==> src/rtl/clk_ratio_pkg.sv <==
package clk_ratio_pkg;

   localparam int CODE_W       = 4;
   localparam int LIM_W        = 5;
   localparam int LCD_W        = 5;
   localparam int NUM_DOM      = 4;
   localparam int NUM_TRACK    = NUM_DOM + 2;
   localparam int COMMIT_BIT   = 22;
   localparam int TMR_GATE_BIT = 1;
   localparam int LCD_GATE_BIT = 10;

   // bit 21 peripheral rate, 20:16 display device ratio-1, 15:0 domain codes
   typedef struct packed {
      logic                            per_full;
      logic [LCD_W-1:0]                lcd_lim;
      logic [NUM_DOM-1:0][CODE_W-1:0]  code;
   } ratio_cfg_t;

   localparam int CFG_W = $bits(ratio_cfg_t);

   localparam ratio_cfg_t CFG_RST = '{per_full: 1'b1, lcd_lim: '0, code: '0};

   // ratio code to terminal count (ratio minus one)
   function automatic logic [LIM_W-1:0] code_to_lim(input logic [CODE_W-1:0] code);
      case (code)
         4'd1:    return LIM_W'(1);
         4'd2:    return LIM_W'(2);
         4'd3:    return LIM_W'(3);
         4'd4:    return LIM_W'(5);
         4'd5:    return LIM_W'(7);
         4'd6:    return LIM_W'(11);
         4'd7:    return LIM_W'(15);
         4'd8:    return LIM_W'(23);
         4'd9:    return LIM_W'(31);
         default: return LIM_W'(0);
      endcase
   endfunction

endpackage

==> src/rtl/strobe_divider.sv <==
module strobe_divider #(
   parameter int W = 5
) (
   input  logic         clk,
   input  logic         rst_n,
   input  logic         tick,
   input  logic [W-1:0] lim_next,
   output logic         fire,
   output logic         wrap,
   output logic [W-1:0] lim_q
);

   logic [W-1:0] cnt_q;

   if (W < 1) begin : g_bad_width
      $error("strobe_divider: W must be at least 1");
   end

   assign fire = tick && (cnt_q == '0);
   assign wrap = tick && (cnt_q == lim_q);

   always_ff @(posedge clk or negedge rst_n) begin
      if (!rst_n) begin
         cnt_q <= '0;
         lim_q <= '0;
      end else if (tick) begin
         if (wrap) begin
            cnt_q <= '0;
            lim_q <= lim_next;
         end else begin
            cnt_q <= cnt_q + 1'b1;
         end
      end
   end

endmodule

==> src/rtl/clk_ratio_regs.sv <==
module clk_ratio_regs
   import clk_ratio_pkg::*;
#(
   parameter int DATA_W    = 32,
   parameter int ADDR_W    = 2,
   parameter int PIX_W     = 11,
   parameter int CTRL_ADDR = 0,
   parameter int GATE_ADDR = 1,
   parameter int PIX_ADDR  = 2
) (
   input  logic                 clk,
   input  logic                 rst_n,
   input  logic                 wr_en,
   input  logic [ADDR_W-1:0]    wr_addr,
   input  logic [DATA_W-1:0]    wr_data,
   input  logic [ADDR_W-1:0]    rd_addr,
   output logic [DATA_W-1:0]    rd_data,
   input  logic [NUM_TRACK-1:0] took,
   output ratio_cfg_t           live_cfg,
   output logic                 busy,
   output logic                 gate_tmr,
   output logic                 gate_lcd,
   output logic [PIX_W-1:0]     pix_lim
);

   ratio_cfg_t           pend_q;
   logic [NUM_TRACK-1:0] wait_q;
   logic                 ctrl_wr, commit_wr, gate_wr, pix_wr;

   assign ctrl_wr   = wr_en && (wr_addr == ADDR_W'(CTRL_ADDR));
   assign gate_wr   = wr_en && (wr_addr == ADDR_W'(GATE_ADDR));
   assign pix_wr    = wr_en && (wr_addr == ADDR_W'(PIX_ADDR));
   assign commit_wr = ctrl_wr && wr_data[COMMIT_BIT];
   assign busy      = |wait_q;

   always_ff @(posedge clk or negedge rst_n) begin
      if (!rst_n) begin
         pend_q   <= CFG_RST;
         live_cfg <= CFG_RST;
         wait_q   <= '0;
      end else begin
         if (ctrl_wr) pend_q <= ratio_cfg_t'(wr_data[CFG_W-1:0]);
         if (commit_wr) begin
            live_cfg <= ratio_cfg_t'(wr_data[CFG_W-1:0]);
            wait_q   <= '1;
         end else begin
            wait_q   <= wait_q & ~took;
         end
      end
   end

   always_ff @(posedge clk or negedge rst_n) begin
      if (!rst_n) begin
         gate_tmr <= 1'b0;
         gate_lcd <= 1'b0;
         pix_lim  <= '0;
      end else begin
         if (gate_wr) begin
            gate_tmr <= wr_data[TMR_GATE_BIT];
            gate_lcd <= wr_data[LCD_GATE_BIT];
         end
         if (pix_wr) pix_lim <= wr_data[PIX_W-1:0];
      end
   end

   always_comb begin
      rd_data = '0;
      if (rd_addr == ADDR_W'(CTRL_ADDR)) begin
         rd_data[CFG_W-1:0]  = pend_q;
         rd_data[COMMIT_BIT] = busy;
      end else if (rd_addr == ADDR_W'(GATE_ADDR)) begin
         rd_data[TMR_GATE_BIT] = gate_tmr;
         rd_data[LCD_GATE_BIT] = gate_lcd;
      end else if (rd_addr == ADDR_W'(PIX_ADDR)) begin
         rd_data[PIX_W-1:0] = pix_lim;
      end
   end

endmodule

==> src/rtl/clk_ratio_gen.sv <==
module clk_ratio_gen
   import clk_ratio_pkg::*;
#(
   parameter int DATA_W    = 32,
   parameter int ADDR_W    = 2,
   parameter int PIX_W     = 11,
   parameter int CTRL_ADDR = 0,
   parameter int GATE_ADDR = 1,
   parameter int PIX_ADDR  = 2
) (
   input  logic              clk,
   input  logic              rst_n,
   input  logic              pll_on,
   input  logic              pll_bypass,
   input  logic              ref_tick,
   input  logic              wr_en,
   input  logic [ADDR_W-1:0] wr_addr,
   input  logic [DATA_W-1:0] wr_data,
   input  logic [ADDR_W-1:0] rd_addr,
   output logic [DATA_W-1:0] rd_data,
   output logic              cpu_stb,
   output logic              fbus_stb,
   output logic              sbus_stb,
   output logic              mem_stb,
   output logic              per_stb,
   output logic              tmr_stb,
   output logic              lcd_dev_stb,
   output logic              lcd_pix_stb
);

   localparam int SLOW_DOM = 2;

   if (DATA_W <= COMMIT_BIT || DATA_W <= LCD_GATE_BIT) begin : g_bad_data
      $error("clk_ratio_gen: DATA_W too narrow for the control word");
   end
   if (PIX_W < 1 || PIX_W > DATA_W) begin : g_bad_pix
      $error("clk_ratio_gen: PIX_W out of range");
   end
   if (CTRL_ADDR == GATE_ADDR || CTRL_ADDR == PIX_ADDR || GATE_ADDR == PIX_ADDR) begin : g_bad_map
      $error("clk_ratio_gen: register addresses overlap");
   end
   if (CTRL_ADDR >= (1 << ADDR_W) || GATE_ADDR >= (1 << ADDR_W) || PIX_ADDR >= (1 << ADDR_W)) begin : g_bad_addr
      $error("clk_ratio_gen: address does not fit ADDR_W");
   end

   ratio_cfg_t                        live_cfg;
   logic                              busy, gate_tmr, gate_lcd;
   logic [PIX_W-1:0]                  pix_lim;
   logic                              src_tick;
   logic [NUM_DOM-1:0]                dom_fire, dom_wrap;
   logic [NUM_DOM-1:0][LIM_W-1:0]     dom_lim;
   logic                              per_fire, per_wrap;
   logic [0:0]                        per_lim_next, per_lim_q;
   logic                              lcd_fire, lcd_wrap, pix_fire, pix_wrap;
   logic [LCD_W-1:0]                  lcd_lim_q;
   logic [PIX_W-1:0]                  pix_lim_q;

   assign src_tick = (pll_on && !pll_bypass) || ref_tick;

   clk_ratio_regs #(
      .DATA_W(DATA_W), .ADDR_W(ADDR_W), .PIX_W(PIX_W),
      .CTRL_ADDR(CTRL_ADDR), .GATE_ADDR(GATE_ADDR), .PIX_ADDR(PIX_ADDR)
   ) u_regs (
      .clk      (clk),
      .rst_n    (rst_n),
      .wr_en    (wr_en),
      .wr_addr  (wr_addr),
      .wr_data  (wr_data),
      .rd_addr  (rd_addr),
      .rd_data  (rd_data),
      .took     ({lcd_wrap, per_wrap, dom_wrap}),
      .live_cfg (live_cfg),
      .busy     (busy),
      .gate_tmr (gate_tmr),
      .gate_lcd (gate_lcd),
      .pix_lim  (pix_lim)
   );

   for (genvar d = 0; d < NUM_DOM; d++) begin : g_dom
      logic [LIM_W-1:0] lim_next;
      assign lim_next = code_to_lim(live_cfg.code[d]);
      strobe_divider #(.W(LIM_W)) u_div (
         .clk      (clk),
         .rst_n    (rst_n),
         .tick     (src_tick),
         .lim_next (lim_next),
         .fire     (dom_fire[d]),
         .wrap     (dom_wrap[d]),
         .lim_q    (dom_lim[d])
      );
   end

   assign per_lim_next = {~live_cfg.per_full};

   strobe_divider #(.W(1)) u_per (
      .clk      (clk),
      .rst_n    (rst_n),
      .tick     (src_tick),
      .lim_next (per_lim_next),
      .fire     (per_fire),
      .wrap     (per_wrap),
      .lim_q    (per_lim_q)
   );

   strobe_divider #(.W(LCD_W)) u_lcd (
      .clk      (clk),
      .rst_n    (rst_n),
      .tick     (per_fire),
      .lim_next (live_cfg.lcd_lim),
      .fire     (lcd_fire),
      .wrap     (lcd_wrap),
      .lim_q    (lcd_lim_q)
   );

   strobe_divider #(.W(PIX_W)) u_pix (
      .clk      (clk),
      .rst_n    (rst_n),
      .tick     (per_fire),
      .lim_next (pix_lim),
      .fire     (pix_fire),
      .wrap     (pix_wrap),
      .lim_q    (pix_lim_q)
   );

   assign cpu_stb     = dom_fire[0];
   assign fbus_stb    = dom_fire[1];
   assign sbus_stb    = dom_fire[SLOW_DOM];
   assign mem_stb     = dom_fire[3];
   assign per_stb     = per_fire;
   assign tmr_stb     = dom_fire[SLOW_DOM] && !gate_tmr;
   assign lcd_dev_stb = lcd_fire && !gate_lcd;
   assign lcd_pix_stb = pix_fire && !gate_lcd;

endmodule

==> config.mk <==
export PLATFORM = sky130hd
export DESIGN_NAME = clk_ratio_gen
export DESIGN_NICKNAME = d
export VERILOG_FILES = /design/src/rtl/clk_ratio_pkg.sv /design/src/rtl/strobe_divider.sv /design/src/rtl/clk_ratio_regs.sv /design/src/rtl/clk_ratio_gen.sv
export SDC_FILE = /design/constraint.sdc
export NUM_CORES = 1
export LEC_CHECK = 0
export BUFFER_PORTS_ARGS = -buffer_cell sky130_fd_sc_hd__buf_2
export CAP_MARGIN = 20
export CORE_MARGIN = 8
export CORE_UTILIZATION = 53
export DETAILED_ROUTE_END_ITERATION = 10
export GPL_TIMING_DRIVEN = 0
export HOLD_SLACK_MARGIN = 0.12
export PLACE_DENSITY = 0.79
export SLEW_MARGIN = 15
export SYNTH_ARGS = -nofsm -noshare
export SYNTH_HDL_FRONTEND = slang
export SYNTH_SLANG_ARGS = --single-unit
export TNS_END_PERCENT = 30
==> constraint.sdc <==
create_clock -name clk -period 1.99 [get_ports clk]
set_clock_uncertainty 0.05 [all_clocks]
set_input_delay 0.2985 -clock clk [delete_from_list [all_inputs] [get_ports clk]]
set_output_delay 0.2985 -clock clk [all_outputs]
set_load 0.02 [all_outputs]
# [Word level (Yosys, flattened, before mapping)]
# Memory sizes are Yosys's and may differ from the RTL's. A register that Yosys moved wholly into a read port is not among the register bits.
# Index checks and enable logic that the tools add are counted.
[op_classes] bitwise=4 addsub=7 reduce_logical=46 muxes=15 n_eq_ne=11
[ops] operator="$mux 11" n=3
[ops] operator="$add 5x1->5 const B" n=5
[ops] operator="$eq 5x5->1" n=5
[ops] operator="$logic_not 5->1" n=5
[ops] operator="$mux 5" n=5
[ops] operator="$logic_and 1x1->1" n=22
[ops] operator="$reduce_and 2->1" n=7
[ops] operator="$mux 12" n=1
[ops] operator="$add 11x1->11 const B" n=1
[ops] operator="$eq 11x11->1" n=1
[ops] operator="$logic_not 11->1" n=1
[ops] operator="$mux 8" n=1
[ops] operator="$logic_not 1->1" n=7
[ops] operator="$and 6x6->6" n=1
[ops] operator="$mux 6" n=1
[ops] operator="$not 6->6" n=1
[ops] operator="$reduce_or 6->1" n=1
[ops] operator="$eq 2x1->1 const B" n=2
[ops] operator="$eq 2x2->1 const B" n=2
[ops] operator="$logic_not 2->1" n=2
[ops] operator="$mux 1" n=4
[ops] operator="$not 1->1" n=2
[ops] operator="$add 1x1->1 const B" n=1
[ops] operator="$eq 1x1->1" n=1
[ops] operator="$logic_or 1x1->1" n=1
[word_totals] rom_bits=320 output_inout_bits=40 n_memories=4 reg_bits=117 word_cells=113 inputBits=42
[memory_table] name="(name not given)" words=16 width=5 read_ports=1 rd_ports_with_merged_regs=1 wr=0 line_no="clk_ratio_pkg.sv:25" text="case (code)"
[memory_table] name="(name not given)" words=16 width=5 read_ports=1 rd_ports_with_merged_regs=1 wr=0 line_no="clk_ratio_pkg.sv:25"
[memory_table] name="(name not given)" words=16 width=5 read_ports=1 rd_ports_with_merged_regs=1 wr=0 line_no="clk_ratio_pkg.sv:25"
[memory_table] name="(name not given)" words=16 width=5 read_ports=1 rd_ports_with_merged_regs=1 wr=0 line_no="clk_ratio_pkg.sv:25"

# [Longest topological paths before layout]
# Gate-level depths: netlist of the first run.
[depth] ltp_word=8 mapped_depth=7 mapped_depth_nobuf=5

# [Modules after synthesis]
# Synthesis of the first run repeated with hierarchy kept, for this count alone.
[hier_totals] hier_cells=585 hier_area_um2=7091.8
[by_module_without_submodules] mod="clk_ratio_regs" cells_each=195 area_each_um2=2816.5 seq_area_each_um2=1579.0 instances=1
[by_module_without_submodules] mod="strobe_divider at g_dom[0].u_div ..." cells_each=46 area_each_um2=541.8 seq_area_each_um2=250.2 instances=5
[by_module_without_submodules] mod="strobe_divider at u_pix" cells_each=104 area_each_um2=1149.9 seq_area_each_um2=550.5 instances=1
[by_module_without_submodules] mod="clk_ratio_gen" cells_each=46 area_each_um2=309.0 seq_area_each_um2=0.0 instances=1
[by_module_without_submodules] mod="strobe_divider at u_per" cells_each=10 area_each_um2=107.6 seq_area_each_um2=50.0 instances=1

# [Least setup slack after synthesis of the first run]
# No wires, ideal clock.
[synth_path] path_type="in2out" from="input port pll_on" to="output port tmr_stb" t_required_ns=1.641 n_path_buf=1 path_stages=5 t_arrival_ns=1.803 setup_slack_ns=-0.161 cell_sequence="nor2b_2 -> buf_6 -> nor2_4 -> nor4_1 -> nor2b_1"
[synth_via] elab_chain_len=4
[synth_lines] element="start: declaration" line_no="clk_ratio_gen.sv:13" text="input logic pll_on,"
[synth_lines] element="$logic_and 1x1->1" line_no="clk_ratio_gen.sv:58" text="assign src_tick = (pll_on && !pll_bypass) || ref_tick;"
[synth_lines] element="$logic_or 1x1->1" line_no="clk_ratio_gen.sv:58"
[synth_lines] element="$logic_and 1x1->1" line_no="strobe_divider.sv:19" text="assign fire = tick && (cnt_q == '0);"
[synth_lines] element="net sbus_stb" line_no="clk_ratio_gen.sv:23" text="output logic sbus_stb,"
[synth_lines] element="$logic_and 1x1->1" line_no="clk_ratio_gen.sv:130" text="assign tmr_stb = dom_fire[SLOW_DOM] && !gate_tmr;"
[synth_lines] element="end: declaration" line_no="clk_ratio_gen.sv:26" text="output logic tmr_stb,"
# The timed path passes the listed nets, and every way through them passes these cells.

# [Worst setup path after layout of the first run]
[layout_path] from="register u_lcd.cnt_q[0]" to="output port lcd_dev_stb"
[layout_via] elab_chain_len=3
[layout_lines] element="start: declaration" line_no="strobe_divider.sv:13" text="logic [W-1:0] cnt_q;"
[layout_lines] element="start signal: assignment" line_no="strobe_divider.sv:31" text="cnt_q <= cnt_q + 1'b1;"
[layout_lines] element="$logic_not 5->1" line_no="strobe_divider.sv:19"
[layout_lines] element="$logic_and 1x1->1" line_no="strobe_divider.sv:19"
[layout_lines] element="$logic_and 1x1->1" line_no="clk_ratio_gen.sv:131" text="assign lcd_dev_stb = lcd_fire && !gate_lcd;"
[layout_lines] element="end: declaration" line_no="clk_ratio_gen.sv:27" text="output logic lcd_dev_stb,"
# Every way passes these cells.

==> key figures, run 1 <==
Run status
  – Status: finished, violations left
  – Failing checks: setup timing

Power and ir drop
  – Peak supply drop: 0.000893 V
  – Logic pwr share: 32.2%
  – NetSw: 4.16 mW
  – Leak: 3.96 nW
  – Sequential power share: 38.6%
  – Int Power: 7.98 mW
  – Power density over cell area: 1420 mW/mm^2
  – Clock share of power: 29.2%
  – Switch share: 34.2%
  – Power, Total: 12.1 mW

Global route
  – Tot GR Track Use: 21.0%
  – Antenna violations before repair: 2
  – Largest net degree at the start of global routing: 73
  – First-pass GRT wire length: 27500 um
  – Grt ovf: 0
  – Vias in the first global route: 5455

Critical path
  – Kind of critical path: flip-flop to output pin
  – Crit path cell chain: inv_2 > ha_1 > or4b_4 > nor3_4 > buf_6
  – RR Endpoint: g_dom[1].u_div.lim_q[4]
  – Reg2Reg Depth: 4
  – Startpoint types: flip-flop
  – FF-to-FF Start: g_dom[1].u_div.cnt_q[2]
  – Worst path slowest cell: or4b_4
  – Worst-path maximum fanout: 2
  – Reg2reg setup slack: 0.09 ns
  – Slowest stage delay, CP: 0.48 ns
  – Req. time, crit path: 1.64 ns
  – Crit path arrival time: 1.77 ns
  – Crit. End Element: output pin

Synthesis
  – Xor and xnor area share after synthesis: 7.04%
  – Seq/Total Area, Yosys: 50.2%
  – Yosys warns: 0
  – Synth cell count leaders: dfrtp_1 (135), nand2_1 (101), mux2_2 (59)
  – Count leader, synth: dfrtp_1
  – Mux cell area share after synthesis: 13.7%
  – EDFF count, synth: 0
  – Synthesized area per cell: 10.8 um^2
  – Asr flop ratio synth: 100%
  – Synth Area in Compound Gates: 7.52%
  – Post-Syn Area: 0.00684 mm^2
  – Count of cell types in the netlist: 45
  – Largest family of logic cells by synthesized area: simple AND/OR/NAND/NOR gates
  – #FFs+latches synth: 137
  – Cells after synthesis: 634
  – Largest cells by area after synthesis: dfrtp_1 (49%), mux2_2 (9.7%), nand2_1 (5.5%), xnor2_1 (4.2%), xor2_1 (2.8%)
  – Post-Synth Adder-Cell Area: 2.20%
  – Leading area contributor after synthesis: dfrtp_1
  – Dominant synthesized flop cell: dfrtp_1
  – Yosys top cell area share: 49.4%
  – Simple-gate portion of the synthesized area: 15.2%

Final layout
  – Final #Nets: 816
  – Non-filler instance count after layout: 948
  – Fraction of layout cells with a size suffix above 1: 29.1%
  – Final core utilization: 67.8%
  – Final Cell Area: 0.00856 mm^2
  – Area growth syn-to-layout: 25.1%

Timing
  – Hold Fails Final Rpt: 0
  – Final min period: 2.12 ns
  – Slew Limit Fails: 0
  – Final Setup Violations: 3
  – RSZ-0062 raised after global routing: yes
  – Final period util: 106%
  – Slew headroom: 52.0%
  – Final worst slack: -0.129 ns
  – Max Clock Freq: 472 MHz
  – Worst hold margin: 0.272 ns
  – Worst-Margin Slew: 0.720 ns

Route
  – Vias: 5235
  – Post-Route WL: 17200 um
  – Drc violations: 0
  – Vias per cell: 5.52
  – Wire length per cell: 18.1 um
  – Final ANT Viol Nets: 0
  – Drt initial violations: 416
  – DR pass1 iterations: 5

Placed design
  – IO buf count: 62
  – Area after DPL: 0.00743 mm^2
  – Hpwl dp: 11200 um
  – Post-Place Cells: 877
  – Final GP Congestion: 0.818

Clock tree
  – Root Buffer: clkbuf_16
  – Clk_lat worst skew: 0.42 ns
  – # H-tree levels: 4
  – CTS Buf Count: 17
  – Clk sinks: 137
  – Clk buf depth: 2
  – TritonCTS clock tree: done
  – Clock slew at the register clock pins of the worst setup and hold paths: 0.06 ns

Die
  – Chip width: 130 um
  – Die area: 0.0168 mm^2
  – Die height: 130 um
  – Starting density of the core: 54.2%
  – Core Box Area: 0.0126 mm^2
  – Site Rows: 41
  – # IOs: 82

Worst hold path
  – Hold Crit Class: input pin to flip-flop
  – Hold-critical path depth: 3
  – Hold path endpoint: u_regs.gate_lcd
  – Min-delay src: wr_en

Run
  – Max-Cap Viols: 0
-- power groups by stage --
stage | registers (mW) | logic [mW] | clock network (mW)
after floorplan | 4.38 | 2.75 | 0
after global placement | 4.61 | 3.22 | 0
after detailed placement | 4.66 | 3.42 | 0
after CTS | 4.62 | 3.72 | 3.57
after global routing | 4.79 | 4.29 | 3.70
final | 4.68 | 3.90 | 3.55
-- critical path, delay by kind of cell (launching register included) --
kind	cells	cell delay, ns
fa+ha+maj	1	0.13
flops	1	0.39
buf+inv	2	0.20
simple gates	2	0.63
-- layout by cell type, fill, tap and decap left out, types with 6 or more instances in the layout --
cell           Yosys  routed
dfrtp_1          135     131
nand2_1          101     101
mux2_2            59      59
buf_2              4      57
nor2_1            36      36
xnor2_1           33      33
buf_4              9      32
o21ai_0           30      30
dlygate4sd3_1      0      23
xor2_1            22      22
inv_1             25      20
a21oi_1           20      20
clkbuf_16          0      17
and2_1            16      16
mux2i_1           15      15
clkbuf_1          17      14
o2111ai_1         11      11
ha_1              12      11
conb_1             1       9
nand2b_1           9       8
mux2_4             8       8
nor4_4             5       6
nor2b_1            6       6
nand3_1            6       6
-- layer usage --
metal  up-vias  wire [um]  global-route usage [%]
li1       2418          -                       -
met1      2598       6960                    25.0
met2       188       8820                    35.8
met3        31       1070                    5.51
met4         0        344                    8.33
met5         -          0                       0
-- cell families after synthesis --
kind of cell,after synthesis
other cells,1
flops,137
xor+xnor,55
compound gates,82
buf+inv,59
fa+ha+maj,12
simple gates,206
mux,82
-- sequential cells by signal, indices dropped and copies added, names as in the netlist --
register,cells
g_dom.u_div.cnt_q,20
g_dom.u_div.lim_q,20
u_lcd.cnt_q,5
u_lcd.lim_q,5
u_per.cnt_q,1
u_per.lim_q,1
u_pix.cnt_q,11
u_pix.lim_q,11
u_regs.gate_lcd,1
u_regs.gate_tmr,1
u_regs.live_cfg,22
u_regs.pend_q,22
u_regs.pix_lim,11
u_regs.wait_q,6
-- cell type report --
class / instances / area [um^2]
Antenna cell: 2 / 5.00
Multi-Input combinational cell: 446 / 3230
Tap cell: 172 / 215
Clock buffer: 21 / 480
Inverter: 26 / 100
Sequential cell: 137 / 3440
Fill cell: 920 / 4060
Timing Repair Buffer: 102 / 713
Buffer: 32 / 189
Clock inverter: 10 / 188
-- per-stage QoR --
stage                     setup WS (ns)  TNS (ns)
after CTS                        -0.215    -0.394
after global placement            -1.19   -160.97
after floorplan                -0.00887  -0.00887
after global routing             -0.194    -0.536
final                            -0.129    -0.305
after detailed placement         -0.165     -1.87
-- worst max-delay path by stage --
stage | start | to | slack, ns | depth (start not counted)
3_5_place_dp | pll_on | fbus_stb | -0.17 | 7
3_3_place_gp | rst_n | g_dom[1].u_div.cnt_q[2] | -1.19 | 1
6_report | u_lcd.cnt_q[0] | lcd_dev_stb | -0.13 | 5
4_1_cts | u_lcd.cnt_q[0] | lcd_dev_stb | -0.22 | 5
2_1_floorplan | u_lcd.cnt_q[0] | lcd_dev_stb | -0.009 | 4
5_1_grt | u_lcd.cnt_q[1] | lcd_dev_stb | -0.19 | 5
-- timing repair --
action                     CTS  global route
hold endpoints to repair   114             0
hold buffers                23             0
buffers inserted             9             7
pin swaps                    5             5
gates resized for setup     16            17
setup endpoints to repair   31            35
Power figures use the tool's default switching activity.
==> inputs of run 2 (changes only) <==
- CELL_PAD_IN_SITES_DETAIL_PLACEMENT: default -> 2
- CELL_PAD_IN_SITES_GLOBAL_PLACEMENT: default -> 2
- CORE_UTILIZATION: 53 -> 34
- PLACE_DENSITY: 0.79 -> 0.77
- clock period: 1.99 -> 1.8 ns (I/O delays scaled with it)
==> run 2 against run 1 <==
The flow still finishes with violations (setup timing). Critical path depth did not move. Combinational power rose by 41%. Sequential power rose by 15%. Total power rose by 16%. Register-to-register slack got worse by 0.20 ns. Hold slack got worse by 0.073 ns. Count of clock-buffer cells in the layout rose by 7. Largest cell class unchanged. Highest routed layer unchanged.
==> key figures, run 2 (synthesis results as in run 1) <==
Run status
  – Status: finished, violations left
  – Failing checks: setup timing

Global route
  – First-pass GRT wire length: 36500 um
  – Largest net degree at the start of global routing: 100
  – Grt ovf: 0
  – Antenna violations before repair: 0
  – Tot GR Track Use: 19.4%
  – Vias in the first global route: 6315

Route
  – Post-Route WL: 24700 um
  – Wire length per cell: 23.0 um
  – Drt initial violations: 267
  – Vias: 5507
  – Final ANT Viol Nets: 0
  – Vias per cell: 5.13
  – DR pass1 iterations: 4
  – Drc violations: 0

Critical path
  – Critical Path Start: u_lcd.cnt_q[0]
  – Startpoint types: flip-flop
  – RR Endpoint: u_pix.lim_q[9]
  – Worst path slowest cell: or4b_4
  – Reg2Reg Depth: 5
  – Kind of critical path: flip-flop to output pin
  – Worst-path maximum fanout: 2
  – FF-to-FF Start: u_pix.cnt_q[5]
  – Crit path arrival time: 1.82 ns
  – Crit path cell chain: inv_2 > ha_4 > or4b_4 > nor3_4 > buf_6
  – Cell depth of the worst setup path: 5
  – Req. time, crit path: 1.48 ns
  – Slowest stage delay, CP: 0.46 ns
  – Largest delay share family, worst path: simple AND/OR/NAND/NOR gates
  – Setup crit end: lcd_dev_stb
  – Crit. End Element: output pin
  – Worst Path Buf+Inv: 2
  – Reg2reg setup slack: -0.11 ns

Clock tree
  – Clock slew at the register clock pins of the worst setup and hold paths: 0.06 ns
  – TritonCTS clock tree: done
  – Clk buf depth: 2
  – Root Buffer: clkbuf_16
  – CTS Buf Count: 17
  – # H-tree levels: 4
  – Clk sinks: 137
  – Clk_lat worst skew: 0.42 ns

Die
  – Site Rows: 52
  – Starting density of the core: 34.2%
  – Die area: 0.0249 mm^2
  – # IOs: 82
  – Core Box Area: 0.0200 mm^2
  – Chip width: 158 um
  – Die height: 158 um

Final layout
  – Antenna cells: 0
  – Final Cell Area: 0.00895 mm^2
  – Fraction of layout cells with a size suffix above 1: 33.8%
  – Area growth syn-to-layout: 31.0%
  – Commonest non-fill, non-tap cells in the layout: dfrtp_1 (123), nand2_1 (98), buf_2 (57)
  – Commonest non-fill, non-tap cell in the layout: dfrtp_1
  – Top Registers: u_regs.live_cfg x22, u_regs.pend_q x22
  – Final #Nets: 845

Timing
  – Final min period: 2.14 ns
  – Slew headroom: 50.7%
  – Final Setup Violations: 45
  – RSZ-0062 raised after global routing: yes
  – Slew Limit Fails: 0
  – Hold Fails Final Rpt: 0
  – Worst-Margin Slew: 0.740 ns
  – Setup total negative slack: -3.20 ns
  – Final worst slack: -0.339 ns
  – Final period util: 119%
  – Max Clock Freq: 467 MHz

Power and ir drop
  – Leak: 4.09 nW
  – Power density over cell area: 1570 mW/mm^2
  – Int Power: 8.65 mW
  – Sequential power share: 38.3%
  – Switch share: 38.6%
  – NetSw: 5.45 mW
  – Logic pwr share: 39.0%
  – Peak supply drop: 0.000747 V
  – Power, Total: 14.1 mW
  – Clock share of power: 22.7%

Run
  – Max-Cap Viols: 0

Placed design
  – Hpwl dp: 14400 um
  – IO buf count: 62
  – Dpl ws: -0.355 ns
  – Final GP Congestion: 0.777
  – Area after DPL: 0.00757 mm^2

Worst hold path
  – Hold Crit Class: input pin to flip-flop
run 2: changes by cell type in the layout (fill, tap and decap cells not counted), moves of 3 or more:
cell,previous run,this run
inv_1,20,17
dfrtp_2,4,12
mux2_4,8,16
xnor2_1,33,27
clkinv_2,1,4
nand2_1,101,98
xnor2_2,0,5
clkbuf_1,14,22
buf_6,5,9
bufinv_16,5,0
dfrtp_1,131,123
buf_4,32,53
nand2_2,0,3
mux2_2,59,51
run 2: worst reg2reg max path, cell delays in order (launching register included):
cell and delay [ns]:
dfrtp_2 0.45, xnor2_1 0.24, nand4_1 0.18, nor4_4 0.34, buf_4 0.23, mux2_4 0.32
run 2: layout make-up:
| cell class | count | area (um^2) |
|---|---|---|
| fill | 2033 | 11000 |
| sequential | 137 | 3450 |
| multi-input combinational | 446 | 3370 |
| timing repair buffer | 132 | 983 |
| clock buffer | 28 | 497 |
| tap | 270 | 338 |
| buffer | 31 | 196 |
| inverter | 26 | 104 |
| clock inverter | 4 | 20.0 |
run 2: timing repair:
item	in CTS	in global routing
resized for setup	53	27
buffers inserted	29	15
endpoints found under the setup margin	67	78
endpoints found under the hold margin	96	0
cloned	1	1
pin swaps	10	10
hold buffers	23	0
run 2: through the flow:
step / std cells / util (%) / hold slack (ns)
after floorplan: 642 / - / -0.0756
after global placement: 974 / 37.7 / 0.434
after detailed placement: 975 / 37.9 / 0.121
after CTS: 1058 / 43.6 / 0.195
after global routing: 1074 / 44.8 / 0.217
final: 1074 / 44.8 / 0.199
run 2: worst min-delay path by stage:
stage	endpoint	startpoint	cells past startpoint
CTS	u_regs.pix_lim[1]	wr_en	3
detailed placement	g_dom[0].u_div.cnt_q[4]	rst_n	1
finish	u_regs.pix_lim[1]	wr_en	3
global placement	u_regs.pend_q[19]	u_regs.pend_q[19]	1
global route	u_regs.pix_lim[1]	wr_en	3
floorplan	g_dom[0].u_div.cnt_q[0]	rst_n	0
run 2: power by group through the flow:
stage               registers (mW)  logic, mW  clock network (mW)
finish                        5.39       5.51                3.20
global route                  5.49       6.00                3.37
CTS                           5.23       4.77                3.19
detailed placement            5.24       3.95                   0
global placement              5.14       3.66                   0
floorplan                     4.85       3.06                   0
run 2: per-layer routing:
layer / global-route usage (%) / part of all wire [%] / wire length (um)
met1: 21.5 / 40 / 9770
met2: 35.9 / 55 / 13600
met3: 3.41 / 3.0 / 729
met4: 7.80 / 2.4 / 586
met5: 0 / 0 / 0
